$ cat src/rtl/addsub_flags_pkg.sv
`timescale 1ns/1ps
package addsub_flags_pkg;
  typedef enum logic [1:0] {
    OP_ADD = 2'b00,
    OP_SUB = 2'b01,
    OP_NEG = 2'b10,
    OP_EXT = 2'b11
  } arith_op_e;

  // Flag bundle leaving the result stage
  typedef struct packed {
    logic neg;
    logic zero;
    logic carry;
    logic ovf;
  } cond_flags_t;
endpackage

$ cat src/rtl/operand_conditioner.sv
`timescale 1ns/1ps
// Builds the two adder inputs and carry-in from the operation code.
module operand_conditioner
  import addsub_flags_pkg::*;
#(
  parameter int N = 8
) (
  input  arith_op_e    op,
  input  logic [N-1:0] a_in,
  input  logic [N-1:0] b_in,
  output logic [N-1:0] x_out,
  output logic [N-1:0] y_out,
  output logic         cin_out
);
  logic invert_ctl;
  logic clear_a;

  always_comb begin
    invert_ctl = (op == OP_SUB) || (op == OP_NEG);
    clear_a    = (op == OP_NEG);
  end

  // XOR bank: each operand bit against the shared invert control
  for (genvar i = 0; i < N; i++) begin : g_xor_bank
    assign y_out[i] = b_in[i] ^ invert_ctl;
    assign x_out[i] = a_in[i] & ~clear_a;
  end

  assign cin_out = invert_ctl;
endmodule

$ cat src/rtl/ripple_adder.sv
`timescale 1ns/1ps
// Full-adder chain exposing the carry into and out of the top bit.
module ripple_adder #(
  parameter int N = 8
) (
  input  logic [N-1:0] x,
  input  logic [N-1:0] y,
  input  logic         cin,
  output logic [N-1:0] sum,
  output logic         c_into_msb,
  output logic         c_out_msb
);
  logic [N:0] chain;

  assign chain[0] = cin;

  for (genvar i = 0; i < N; i++) begin : g_stage
    logic p;
    assign p          = x[i] ^ y[i];
    assign sum[i]     = p ^ chain[i];
    assign chain[i+1] = (x[i] & y[i]) | (chain[i] & p);
  end

  assign c_into_msb = chain[N-1];
  assign c_out_msb  = chain[N];
endmodule

$ cat src/rtl/field_extender.sv
`timescale 1ns/1ps
// Widens the low M bits of the source to N bits, signed or unsigned.
module field_extender #(
  parameter int N = 8,
  parameter int M = 4
) (
  input  logic [N-1:0] src,
  input  logic         signed_mode,
  output logic [N-1:0] widened
);
  localparam int UPPER = N - M;

  logic fill_bit;

  assign fill_bit = signed_mode & src[M-1];
  assign widened  = {{UPPER{fill_bit}}, src[M-1:0]};
endmodule

$ cat src/rtl/result_flags.sv
`timescale 1ns/1ps
// Selects between adder and extender outputs and forms the flags.
module result_flags
  import addsub_flags_pkg::*;
#(
  parameter int N = 8
) (
  input  arith_op_e    op,
  input  logic [N-1:0] sum,
  input  logic         c_into_msb,
  input  logic         c_out_msb,
  input  logic [N-1:0] widened,
  output logic [N-1:0] res,
  output cond_flags_t  flags
);
  logic use_ext;

  always_comb begin
    use_ext     = (op == OP_EXT);
    res         = use_ext ? widened : sum;
    flags.neg   = res[N-1];
    flags.zero  = ~|res;
    flags.carry = use_ext ? 1'b0 : c_out_msb;
    flags.ovf   = use_ext ? 1'b0 : (c_into_msb ^ c_out_msb);
  end
endmodule

$ cat src/rtl/addsub_flags_unit.sv
`timescale 1ns/1ps
module addsub_flags_unit
  import addsub_flags_pkg::*;
#(
  parameter int N = 8,
  parameter int M = 4
) (
  input  logic [N-1:0] op_a,
  input  logic [N-1:0] op_b,
  input  logic [1:0]   op_sel,
  input  logic         ext_signed,
  output logic [N-1:0] result,
  output logic         flag_n,
  output logic         flag_z,
  output logic         flag_c,
  output logic         flag_v
);
  arith_op_e    op;
  logic [N-1:0] add_x;
  logic [N-1:0] add_y;
  logic         add_cin;
  logic [N-1:0] add_sum;
  logic         carry_in_top;
  logic         carry_out_top;
  logic [N-1:0] ext_val;
  cond_flags_t  fl;

  assign op = arith_op_e'(op_sel);

  operand_conditioner #(.N(N)) u_cond (
    .op      (op),
    .a_in    (op_a),
    .b_in    (op_b),
    .x_out   (add_x),
    .y_out   (add_y),
    .cin_out (add_cin)
  );

  ripple_adder #(.N(N)) u_adder (
    .x          (add_x),
    .y          (add_y),
    .cin        (add_cin),
    .sum        (add_sum),
    .c_into_msb (carry_in_top),
    .c_out_msb  (carry_out_top)
  );

  field_extender #(.N(N), .M(M)) u_ext (
    .src         (op_a),
    .signed_mode (ext_signed),
    .widened     (ext_val)
  );

  result_flags #(.N(N)) u_flags (
    .op         (op),
    .sum        (add_sum),
    .c_into_msb (carry_in_top),
    .c_out_msb  (carry_out_top),
    .widened    (ext_val),
    .res        (result),
    .flags      (fl)
  );

  assign flag_n = fl.neg;
  assign flag_z = fl.zero;
  assign flag_c = fl.carry;
  assign flag_v = fl.ovf;
endmodule

$ cat config.mk
export PLATFORM = sky130hd
export DESIGN_NAME = addsub_flags_unit
export DESIGN_NICKNAME = d
export VERILOG_FILES = /design/src/rtl/addsub_flags_pkg.sv /design/src/rtl/operand_conditioner.sv /design/src/rtl/ripple_adder.sv /design/src/rtl/field_extender.sv /design/src/rtl/result_flags.sv /design/src/rtl/addsub_flags_unit.sv
export SDC_FILE = /design/constraint.sdc
export NUM_CORES = 1
export LEC_CHECK = 0
export BUFFER_PORTS_ARGS = -buffer_cell sky130_fd_sc_hd__buf_2
export CAP_MARGIN = 20
export CORE_MARGIN = 5
export CORE_UTILIZATION = 35
export DETAILED_ROUTE_END_ITERATION = 8
export PLACE_DENSITY = 0.76
export RECOVER_POWER = 50
export SLEW_MARGIN = 0
export SYNTH_ARGS = -nofsm -noshare
export SYNTH_HDL_FRONTEND = slang
export SYNTH_HIERARCHICAL = 1
export SYNTH_SLANG_ARGS = --single-unit
$ cat constraint.sdc
create_clock -name vclk -period 12.3
set_clock_uncertainty 0.2 [all_clocks]
set_input_delay 1.23 -clock vclk [all_inputs]
set_output_delay 1.23 -clock vclk [all_outputs]
set_load 0.05 [all_outputs]
* Word-level counts from Yosys, hierarchy flattened *
Cells that the tools add are included.

storage, ports and cells
  output and inout port bits = 12
  bits in registers = 0
  input port bits = 19
  word-level logic and storage cells = 68

operators by class
  bitwise logic cells = 59
  reductions and logical operators = 3
  eq/ne operators = 3
  mux-type cells = 3

operator list
  cell                                                                   count
  1-bit AND                                                              25
  1-bit XOR                                                              25
  8-bit two-way mux                                                      1
  1-bit bitwise OR                                                       8
  8-bit OR reduction                                                     1
  2-bit equality test, second input constant                             2
  2-bit by 1-bit equality test with 1-bit output, second input constant  1
  1-bit two-way mux                                                      2
  1-bit logical NOT                                                      1
  1-bit logical OR                                                       1
  1-bit inverter                                                         1

* Longest topological paths before layout *
Gate-level depths: netlist of run 1.

  depth in word-level cells = 22
  depth in mapped cells = 19
  depth with buffers taken out = 18

* Cells and area by module *
Netlist of run 1, hierarchy kept.

by module, submodules not included
  module               seq. area each (um^2)  cells each  area an instance (um^2)  times used
  result_flags         0.0                    21          201.4                    1
  ripple_adder         0.0                    18          197.7                    1
  operand_conditioner  0.0                    20          151.4                    1
  field_extender       0.0                    9           66.3                     1

* Least setup slack after synthesis of run 1 *
Ideal clock, no wire load.

  path kind = input to output
  from = input op_sel[0]
  to = output flag_z
  stages on the path = 19
  data arrival time = 5.576 ns
  buffers on the path = 1
  required time = 10.870 ns
  setup slack = 5.294 ns
  cells stage by stage = inv_1 -> ha_1 -> buf_6 -> xnor2_1 -> fa_1 -> inv_1 -> fa_1 -> inv_1 -> fa_1 -> fa_1 -> fa_1 -> fa_1 -> inv_1 -> fa_1 -> inv_1 -> fa_1 -> nor4_1 -> nand3_1 -> o21ai_0

on the way
  cells in the longest elaborated chain, start to end = 22
  elaborated cells between the ends (all ways) = 61
  those cells by class = eq/ne (3); mux (1); bitwise (54); reduce/logical (3)

RTL lines
  item                                                                                          line                       RTL
  from (decl)                                                                                   addsub_flags_unit.sv:10    input logic [1:0] op_sel,
  2-bit by 1-bit equality test with 1-bit output / 2-bit equality test (equally long branches)  operand_conditioner.sv:19  invert_ctl = (op == OP_SUB) || (op == OP_NEG);
  1-bit logical OR (*)                                                                          operand_conditioner.sv:19
  1-bit XOR (*)                                                                                 operand_conditioner.sv:25  assign y_out[i] = b_in[i] ^ invert_ctl;
  net add_y[0]                                                                                  addsub_flags_unit.sv:20    logic [N-1:0] add_y;
  1-bit XOR                                                                                     ripple_adder.sv:19         assign p = x[i] ^ y[i];
  1-bit AND                                                                                     ripple_adder.sv:21         assign chain[i+1] = (x[i] & y[i]) | (chain[i] & p);
  1-bit bitwise OR (*)                                                                          ripple_adder.sv:21
  1-bit AND (*)                                                                                 ripple_adder.sv:21
  (+9 left out)                                                                                 n/a
  1-bit AND (*)                                                                                 ripple_adder.sv:21
  1-bit bitwise OR (*)                                                                          ripple_adder.sv:21
  net carry_in_top                                                                              addsub_flags_unit.sv:23    logic carry_in_top;
  1-bit XOR (*)                                                                                 ripple_adder.sv:20         assign sum[i] = p ^ chain[i];
  net add_sum[7]                                                                                addsub_flags_unit.sv:22    logic [N-1:0] add_sum;
  8-bit two-way mux (*)                                                                         result_flags.sv:20         res = use_ext ? widened : sum;
  8-bit OR reduction (*)                                                                        result_flags.sv:22         flags.zero = ~|res;
  1-bit logical NOT (*)                                                                         result_flags.sv:22
  to (decl)                                                                                     addsub_flags_unit.sv:14    output logic flag_z,

The timed path passes the listed nets; every way through them passes the cells marked *.

* Worst setup path after layout of run 1 *
Ends and elaborated chain as after synthesis.

==> out/metrics.cfg, run 1 <==
[outcome]
status=finished clean

[sta]
setup_viol=0
slew_viol_final=0
period_needed_ns=7.289
rsz0062_at_grt=false
max_slew.worst_pin.slew_ns=0.6193
hold_viol_final=0
fin_crit_sh_pct=59.26
setup_tns_ns=0
slew_headroom_pct=58.89
setup_ws_ns=5.011
timing.hold.ws_ns=2.623
max_freq_mhz=137.2

[synthesis]
synth.largest_area_cell=fa_1
synth_area_sq_um=616.8
yosysMostFrequentCell=inv_1
yosys.area.top_type_share_pct=25.96
syn_avg_cell_area_sq_um=9.071
synth_warnings=6
yosys-top-cells-area=fa_1, mux2_4, xnor2_1
synth_cells=68
syn_nets=96
synthTopCellsByCount=inv_1, buf_4, xnor2_1, fa_1, nor2b_1
yosysSeqAreaShare_pct=0
synth_cell_types=17

[min_path]
holdCritStartpoint=op_sel[1]
min_path_cells=3
min_delay_worst_endpoint=flag_v
min_path_type=input port to output port

[critical_path]
critPathCaptureType=output port
path_cells=buf_2 -> inv_1 -> ha_1 -> xnor2_1 -> fa_1 -> inv_1 -> fa_1 -> inv_1 -> fa_1 -> fa_1 -> fa_1 -> fa_1 -> inv_1 -> fa_1 -> inv_1 -> fa_1 -> nor4_1 -> nand3_1 -> o21ai_0 -> buf_2
startpoint_type=input port
cp.arrival_ns=5.86
cpMaxStageDelayCell=ha_1
cp.required_ns=10.87
critPathMostFrequentCell=fa_1
cp_top_family=adder cells
crit_buf_inv=7
path_max_fanout=9
cp_slowest_stage_delay_ns=0.54
worstSetupPathType=input port to output port

[grt]
grt_pass1_wl_mm=1.849
antenna_found_initial=0
globalRouteOverflowTotal=0
grt_pass1_vias=454
grtUsageTotal_pct=8.373
grt_start_max_net_pins=12

[routing]
routed_wirelength_mm=1.085
vias_per_cell=4.186
via_count=473
wire_per_inst_microns=9.602
first_pass_iters=2
ant_nets=0
drt_iter0_drc=1
drc=0

[placement]
gp_congestion=0.7896
io_buffer_count=31
hpwl_mm=1.007
preCtsSetupSlack_ns=4.963

[power]
p_per_area_nw_per_um2=145.3
vdd_drop_max_mv=0.06379
power_leakage_nw=0.3592
p_total_uw=102.5

[cells_and_area]
clockBufferCount=0
layout-drive-gt1-share_pct=39.77
n_sequential_cell=0
multi_input_area_sq_um=481.7
regArea_sq_um=0
diodes=0
layout.nets=118
syn_to_final_growth_pct=14.40
final.fill_count=167

[clocking]
postCtsHoldBufs=0
post_cts_buffers=0
post_cts_resized=0

[job]
drv_cap=0

[floorplan]
io_pins=31
initial_core_util_pct=36.12
dieArea_sq_um=2702
die_h_microns=51.98
coreArea_sq_um=1708
rows=15
die_width_microns=51.98

[layer usage]
metal	track usage (%)	vias to the layer above	share of wire, %
met5	0	-	0
met4	0	0	0
met3	0.2865	0	5.7
met2	16.32	15	50
met1	10.63	216	44
li1	-	242	-
[how the worst max path moves through the flow]
stage / start / to / cells after the start
detailed placement: op_sel[0] / flag_z / 20
finish: op_sel[0] / flag_z / 20
global placement: op_sel[0] / flag_z / 20
CTS: op_sel[0] / flag_z / 20
global route: op_sel[0] / flag_z / 20
floorplan: op_sel[0] / flag_z / 19
[final cells by class]
class | instances | share of cell area, %
inverter | 12 | 6.383
multi-input combinational | 45 | 68.26
tap | 25 | 4.433
timing repair buffer | 31 | 20.92
[report_power, final]
part           leakage (nW)  internal [mW]  switching (mW)
Sequential                0              0               0
Combinational         0.359         0.0333          0.0692
Clock                     0              0               0
Total                 0.359         0.0333          0.0692
[cells in the final DEF, fill, tap and decap left out, drive strengths merged]
cell type and instances:
buf 25, inv 12, xnor2 9, fa 8, nor2b 8, mux2 8, clkbuf 6, nor4 4
and2 2, nand2 2, ha 1, nand3 1, o21ai 1, a21oi 1
[cells by family after synthesis]
kind of cell | count (synthesis) | share of synthesized area, %
AOI/OAI and AO/OA | 2 | 1.621
xor gates and xnor gates | 9 | 12.78
adders and majority gates | 9 | 27.99
buffers and inverters | 23 | 21.91
muxes | 8 | 18.86
and+or+nand+nor | 17 | 16.84
[metrics by stage]
step / utilization, % / cell area (sq um) / cells
after floorplan: - / 616.8 / 68
after global placement: 41.76 / 713.2 / 113
after detailed placement: 41.76 / 713.2 / 113
after CTS: 41.76 / 713.2 / 113
after global routing: 41.32 / 705.7 / 113
final: 41.32 / 705.7 / 113
(Power assumes the default switching activity.)
==> run 2, diff against run 1 <==
--- a/config.mk
+++ b/config.mk
@@ -5,12 +5,13 @@
 export SDC_FILE = /design/constraint.sdc
 export NUM_CORES = 1
 export LEC_CHECK = 0
+export ABC_AREA = 1
 export BUFFER_PORTS_ARGS = -buffer_cell sky130_fd_sc_hd__buf_2
 export CAP_MARGIN = 20
 export CORE_MARGIN = 5
 export CORE_UTILIZATION = 35
 export DETAILED_ROUTE_END_ITERATION = 8
-export PLACE_DENSITY = 0.76
+export PLACE_DENSITY = 0.74
 export RECOVER_POWER = 50
 export SLEW_MARGIN = 0
 export SYNTH_ARGS = -nofsm -noshare
==> constraint.sdc (replaced) <==
create_clock -name vclk -period 7.48
set_clock_uncertainty 0.2 [all_clocks]
set_input_delay 0.748 -clock vclk [all_inputs]
set_output_delay 0.748 -clock vclk [all_outputs]
set_load 0.05 [all_outputs]
==> run 2 against run 1 <==
  * Utilization down 1.3 points
  * Die area grew 11%
  * Non-clock buffer count unchanged
  * Clock-buffer cell count unchanged
  * Synthesized cell count grew 75%
  * Wire length rose by 38%
  * Setup slack lost 3.9 ns
  * Synthesized area rose by 14%
  * Largest cell class unchanged
  * Largest power group unchanged
==> out/metrics.cfg, run 2 <==
[cells_and_area]
regArea_sq_um=0  ; unchanged
layout-drive-gt1-share_pct=24.82  ; was 39.77%
diodes=0  ; unchanged
layout.nets=167  ; was 118
final.fill_count=223  ; was 167
stdcell_count=164  ; was 113
n_sequential_cell=0  ; unchanged
final_common_cell=nand2_1  ; was buf_2
syn_to_final_growth_pct=10.70  ; was 14.40%
final_cell_mix=nand2_1, inv_1, buf_2, nor2_1  ; was buf_2, inv_1, xnor2_1, fa_1, nor2b_1
clockBufferCount=0  ; unchanged

[synthesis]
synth_cell_types=15  ; was 17
synth_cells=119  ; was 68
syn_nets=147  ; was 96
synth_area_sq_um=701.9  ; was 616.8 sq um
synth.largest_area_cell=fa_1  ; unchanged
syn_avg_cell_area_sq_um=5.899  ; was 9.071 sq um
yosys-top-cells-area=fa_1, nand2_1, inv_1  ; was fa_1, mux2_4, xnor2_1
yosysMostFrequentCell=nand2_1  ; was inv_1
yosysSeqAreaShare_pct=0  ; unchanged
synthTopCellsByCount=nand2_1, inv_1, nor2_1, buf_4  ; was inv_1, buf_4, xnor2_1, fa_1, nor2b_1
yosys.area.top_type_share_pct=22.82  ; was 25.96%
synth_warnings=6  ; unchanged

[min_path]
holdCritStartpoint=op_a[1]  ; was op_sel[1]
min_path_type=input port to output port  ; unchanged
min_delay_worst_endpoint=result[1]  ; was flag_v
min_path_cells=4  ; was 3

[routing]
drc=0  ; unchanged
drt_iter0_drc=7  ; was 1
via_count=678  ; was 473
ant_nets=0  ; unchanged
first_pass_iters=4  ; was 2
vias_per_cell=4.134  ; was 4.186
wire_per_inst_microns=9.098  ; was 9.602 microns
routed_wirelength_mm=1.492  ; was 1.085 mm

[critical_path]
startpoint_type=input port  ; unchanged
path_max_fanout=11  ; was 9
cp.arrival_ns=5.47  ; was 5.86 ns
critPathCaptureType=output port  ; unchanged
cp.required_ns=6.53  ; was 10.87 ns
worstSetupPathType=input port to output port  ; unchanged

[floorplan]
rows=16  ; was 15
coreArea_sq_um=1942  ; was 1708 sq um
dieArea_sq_um=3001  ; was 2702 sq um
initial_core_util_pct=36.15  ; was 36.12%
die_width_microns=54.78  ; was 51.98 microns
die_h_microns=54.78  ; was 51.98 microns
io_pins=31  ; unchanged

[clocking]
postCtsHoldBufs=0  ; unchanged
post_cts_buffers=0  ; unchanged
post_cts_resized=0  ; unchanged

[sta]
fin_crit_sh_pct=85.79
setup_tns_ns=0  ; unchanged
timing.hold.ws_ns=1.820  ; was 2.623 ns
slew_headroom_pct=59.69  ; was 58.89%
setup_ws_ns=1.063  ; was 5.011 ns
setup_viol=0  ; unchanged
rsz0062_at_grt=false  ; unchanged
period_needed_ns=6.417
slew_viol_final=0  ; unchanged
max_freq_mhz=155.8
max_slew.worst_pin.slew_ns=0.6072  ; was 0.6193 ns
hold_viol_final=0  ; unchanged

[grt]
grt_pass1_wl_mm=2.490  ; was 1.849 mm
grt_start_max_net_pins=12  ; unchanged
grtUsageTotal_pct=10.60  ; was 8.373%
globalRouteOverflowTotal=0  ; unchanged
antenna_found_initial=0  ; unchanged
grt_pass1_vias=622  ; was 454

[job]
drv_cap=0  ; unchanged

[placement]
numPlacedInstances=164  ; was 113
hpwl_mm=1.353  ; was 1.007 mm
io_buffer_count=31  ; unchanged
gp_congestion=0.7713  ; was 0.7896
preCtsSetupSlack_ns=1.057  ; was 4.963 ns

[power]
p_per_area_nw_per_um2=180.1  ; was 145.3 nW/um^2
vdd_drop_max_mv=0.09720  ; was 0.06379 mV
power_leakage_nw=0.5134  ; was 0.3592 nW

[outcome]
status=finished clean  ; unchanged

-- run 2: cell types whose count changed after synthesis, sizes merged, moves of 2 or more --
cell,delta
nand2,+42
nand3,+7
xnor2,-8
mux2,-8
inv,+17
buf,+2
nor2b,-8
nor4,-4
nor2,+13
-- run 2: power breakdown --
| part | total, mW | switching, mW | internal (mW) |
|---|---|---|---|
| logic | 0.140 | 0.104 | 0.0361 |
| registers | 0 | 0 | 0 |
| clock network | 0 | 0 | 0 |
| total | 0.140 | 0.104 | 0.0361 |
-- run 2: cell type report --
type	instances	area [sq um]	area share [%]
Multi-Input combinational cell	77	479.2	61.67
Inverter	29	116.4	14.98
Timing Repair Buffer	31	147.6	19.00
Tap cell	27	33.78	4.348
-- run 2: cells by family (layout without fill, tap and decap cells) --
family	count (synthesis)	count (layout)	synth area share, %
simple gates	66	66	41.71
buf+inv	42	60	31.73
fa+ha+maj	9	9	24.60
compound gates	1	1	0.7123
xor+xnor	1	1	1.248
-- run 2: worst max-delay path by stage --
stage               from      to  slack [ns]
2_1_floorplan  op_sel[0]  flag_z        1.24
3_3_place_gp   op_sel[0]  flag_z        1.19
3_5_place_dp   op_sel[0]  flag_z        1.06
4_1_cts        op_sel[0]  flag_z        1.06
5_1_grt        op_sel[0]  flag_z        0.75
6_report       op_sel[0]  flag_z        1.06
-- run 2: through the flow --
step	util, %	total power [mW]	area, sq um
detailed placement	40.40	0.1434	784.5
floorplan	-	0.1182	701.9
CTS	40.40	0.1435	784.5
finish	40.01	0.1399	777.0
global placement	40.40	0.1402	784.5
global route	40.01	0.1535	777.0
-- run 2: metal layers --
metal	global-route usage (%)	vias up	wire, microns
li1	-	362	-
met1	14.75	297	665
met2	18.70	19	700
met3	0.8174	0	126
met4	0	0	0
met5	0	-	0
-- run 2: critical path, stage by stage --
cell	delay, ns
buf_2	0.24
inv_1	0.07
ha_1	0.54
inv_8	0.08
nand2_1	0.07
nand2_1	0.06
fa_1	0.42
inv_1	0.08
fa_1	0.15
inv_1	0.05
fa_1	0.37
fa_1	0.39
fa_1	0.42
fa_1	0.37
inv_1	0.08
fa_1	0.16
inv_1	0.07
fa_1	0.43
nand2_1	0.10
nand2_2	0.06
nor2_1	0.10
nand2_1	0.06
nor2_1	0.07
buf_2	0.26
==> run 3, diff against run 2 <==
==> constraint.sdc (replaced) <==
create_clock -name vclk -period 6.86
set_clock_uncertainty 0.2 [all_clocks]
set_input_delay 0.686 -clock vclk [all_inputs]
set_output_delay 0.686 -clock vclk [all_outputs]
set_load 0.05 [all_outputs]
==> run 3 against run 2 <==
  * Setup slack lost 0.46 ns
  * Via count is 4.0% lower
  * Worst hold slack worse by 0.12 ns
  * Die area unchanged
  * Combinational power increased by 9%
==> out/metrics.cfg, run 3 (synthesis results as in run 2) <==
[power]
p_seq_share_pct=0  ; about the same
p_int_uw=39.43  ; was 36.09 uW
vdd_drop_max_mv=0.1040  ; was 0.09720 mV
clock_power_share_pct=0  ; about the same
switching_share_pct=74.08  ; was 74.20%
switchingPower_uw=112.7  ; was 103.8 uW
power_leakage_nw=0.5134  ; unchanged
p_per_area_nw_per_um2=195.8  ; was 180.1 nW/um^2
p_total_uw=152.2  ; was 139.9 uW
comb_power_share_pct=100.0  ; about the same

[floorplan]
rows=16  ; unchanged
die_width_microns=54.78  ; unchanged
die_h_microns=54.78  ; unchanged
coreArea_sq_um=1942  ; unchanged
io_pins=31  ; unchanged
dieArea_sq_um=3001  ; unchanged
initial_core_util_pct=36.15  ; unchanged

[sta]
setup_ws_ns=0.6026  ; was 1.063 ns
fin_crit_sh_pct=91.22
period_needed_ns=6.257
setup_tns_ns=0  ; unchanged
timing.hold.ws_ns=1.700  ; was 1.820 ns
max_freq_mhz=159.8
rsz0062_at_grt=false  ; unchanged
max_slew.worst_pin.slew_ns=0.6025  ; was 0.6072 ns
slew_headroom_pct=60.01  ; was 59.69%
slew_viol_final=0  ; unchanged
hold_viol_final=0  ; unchanged
setup_viol=0  ; unchanged

[critical_path]
critPathCaptureType=output port  ; unchanged
startpoint_type=input port  ; unchanged
cp.required_ns=5.97  ; was 6.53 ns
cp_top_family=adder cells  ; unchanged
path_cells=buf_2 -> inv_1 -> ha_1 -> inv_8 -> nand2_1 -> nand2_1 -> fa_1 -> inv_1 -> fa_1 -> inv_1 -> fa_1 -> fa_1 -> fa_1 -> fa_1 -> inv_1 -> fa_1 -> inv_1 -> fa_1 -> nand2_1 -> nand2_2 -> nor2_1 -> nand2_1 -> nor2_1 -> buf_2  ; unchanged
critPathMostFrequentCell=fa_1  ; unchanged
startpoint=op_sel[0]  ; unchanged
cp_slowest_stage_delay_ns=0.52  ; was 0.54 ns
cpMaxStageDelayCell=ha_1  ; unchanged
cp.arrival_ns=5.37  ; was 5.47 ns
path_max_fanout=11  ; unchanged
crit_buf_inv=8  ; unchanged
worstSetupPathType=input port to output port  ; unchanged

[routing]
wire_per_inst_microns=8.890  ; was 9.098 microns
ant_nets=0  ; unchanged
first_pass_iters=2  ; was 4
vias_per_cell=3.970  ; was 4.134
drc=0  ; unchanged
via_count=651  ; was 678
routed_wirelength_mm=1.458  ; was 1.492 mm
drt_iter0_drc=5  ; was 7

[cells_and_area]
layout.nets=167  ; unchanged
layout-drive-gt1-share_pct=24.82  ; unchanged
syn_to_final_growth_pct=10.70  ; unchanged
clockBufferCount=0  ; unchanged
regArea_sq_um=0  ; unchanged
n_sequential_cell=0  ; unchanged
diodes=0  ; unchanged
final_core_util_pct=40.01  ; unchanged
final_cell_mix=nand2_1, inv_1, buf_2, nor2_1  ; unchanged
final_common_cell=nand2_1  ; unchanged

[min_path]
min_path_type=input port to output port  ; unchanged
min_delay_worst_endpoint=result[1]  ; unchanged
min_path_cells=4  ; unchanged
holdCritStartpoint=op_a[1]  ; unchanged

[outcome]
status=finished clean  ; unchanged

[grt]
grt_pass1_wl_mm=2.346  ; was 2.490 mm
grt_pass1_vias=579  ; was 622
grt_use_met3_pct=0.2725  ; was 0.8174%
grt.busiest_layer=met2  ; unchanged
antenna_found_initial=0  ; unchanged
globalRouteOverflowTotal=0  ; unchanged
use_met1_pct=13.09  ; was 14.75%
grt.met2_usage_pct=19.09  ; was 18.70%
grtUsageTotal_pct=10.03  ; was 10.60%
grt_start_max_net_pins=12  ; unchanged

[clocking]
post_cts_buffers=0  ; unchanged
post_cts_resized=0  ; unchanged
postCtsHoldBufs=0  ; unchanged

[placement]
preCtsSetupSlack_ns=0.5900  ; was 1.057 ns
io_buffer_count=31  ; unchanged
hpwl_mm=1.374  ; was 1.353 mm
gp_congestion=0.7626  ; was 0.7713

[job]
drv_cap=0  ; unchanged

## run 3: area by class of cell
cell class | count | area [sq um]
fill | 226 | 1165
inverter | 29 | 116.4
multi-input combinational | 77 | 479.2
tap | 27 | 33.78
timing repair buffer | 31 | 147.6
## run 3: worst max path at each step
stage                   to  cells after the start
floorplan           flag_z                     23
global placement    flag_z                     24
detailed placement  flag_z                     24
CTS                 flag_z                     24
global route        flag_z                     24
finish              flag_z                     24
## run 3: routing by layer
metal  share of wire, %  wire [microns]
met5                  0               0
met1                 44             648
met3                6.0              87
met4                  0               0
met2                 50             722
## run 3: tightest hold or removal path, delay by kind of cell
family	cells	cell delay (ns)
buf+inv	2	0.39
simple gates	2	0.14
## run 3: power by group through the flow
stage	clock network, mW	logic (mW)	registers [mW]
after floorplan	0	0.129	0
after global placement	0	0.153	0
after detailed placement	0	0.157	0
after CTS	0	0.157	0
after global routing	0	0.168	0
final	0	0.152	0
## run 3: stage by stage
step	cells	instance area (sq um)
2_1_floorplan	119	701.9
3_3_place_gp	164	784.5
3_5_place_dp	164	784.5
4_1_cts	164	784.5
5_1_grt	164	777.0
6_report	164	777.0
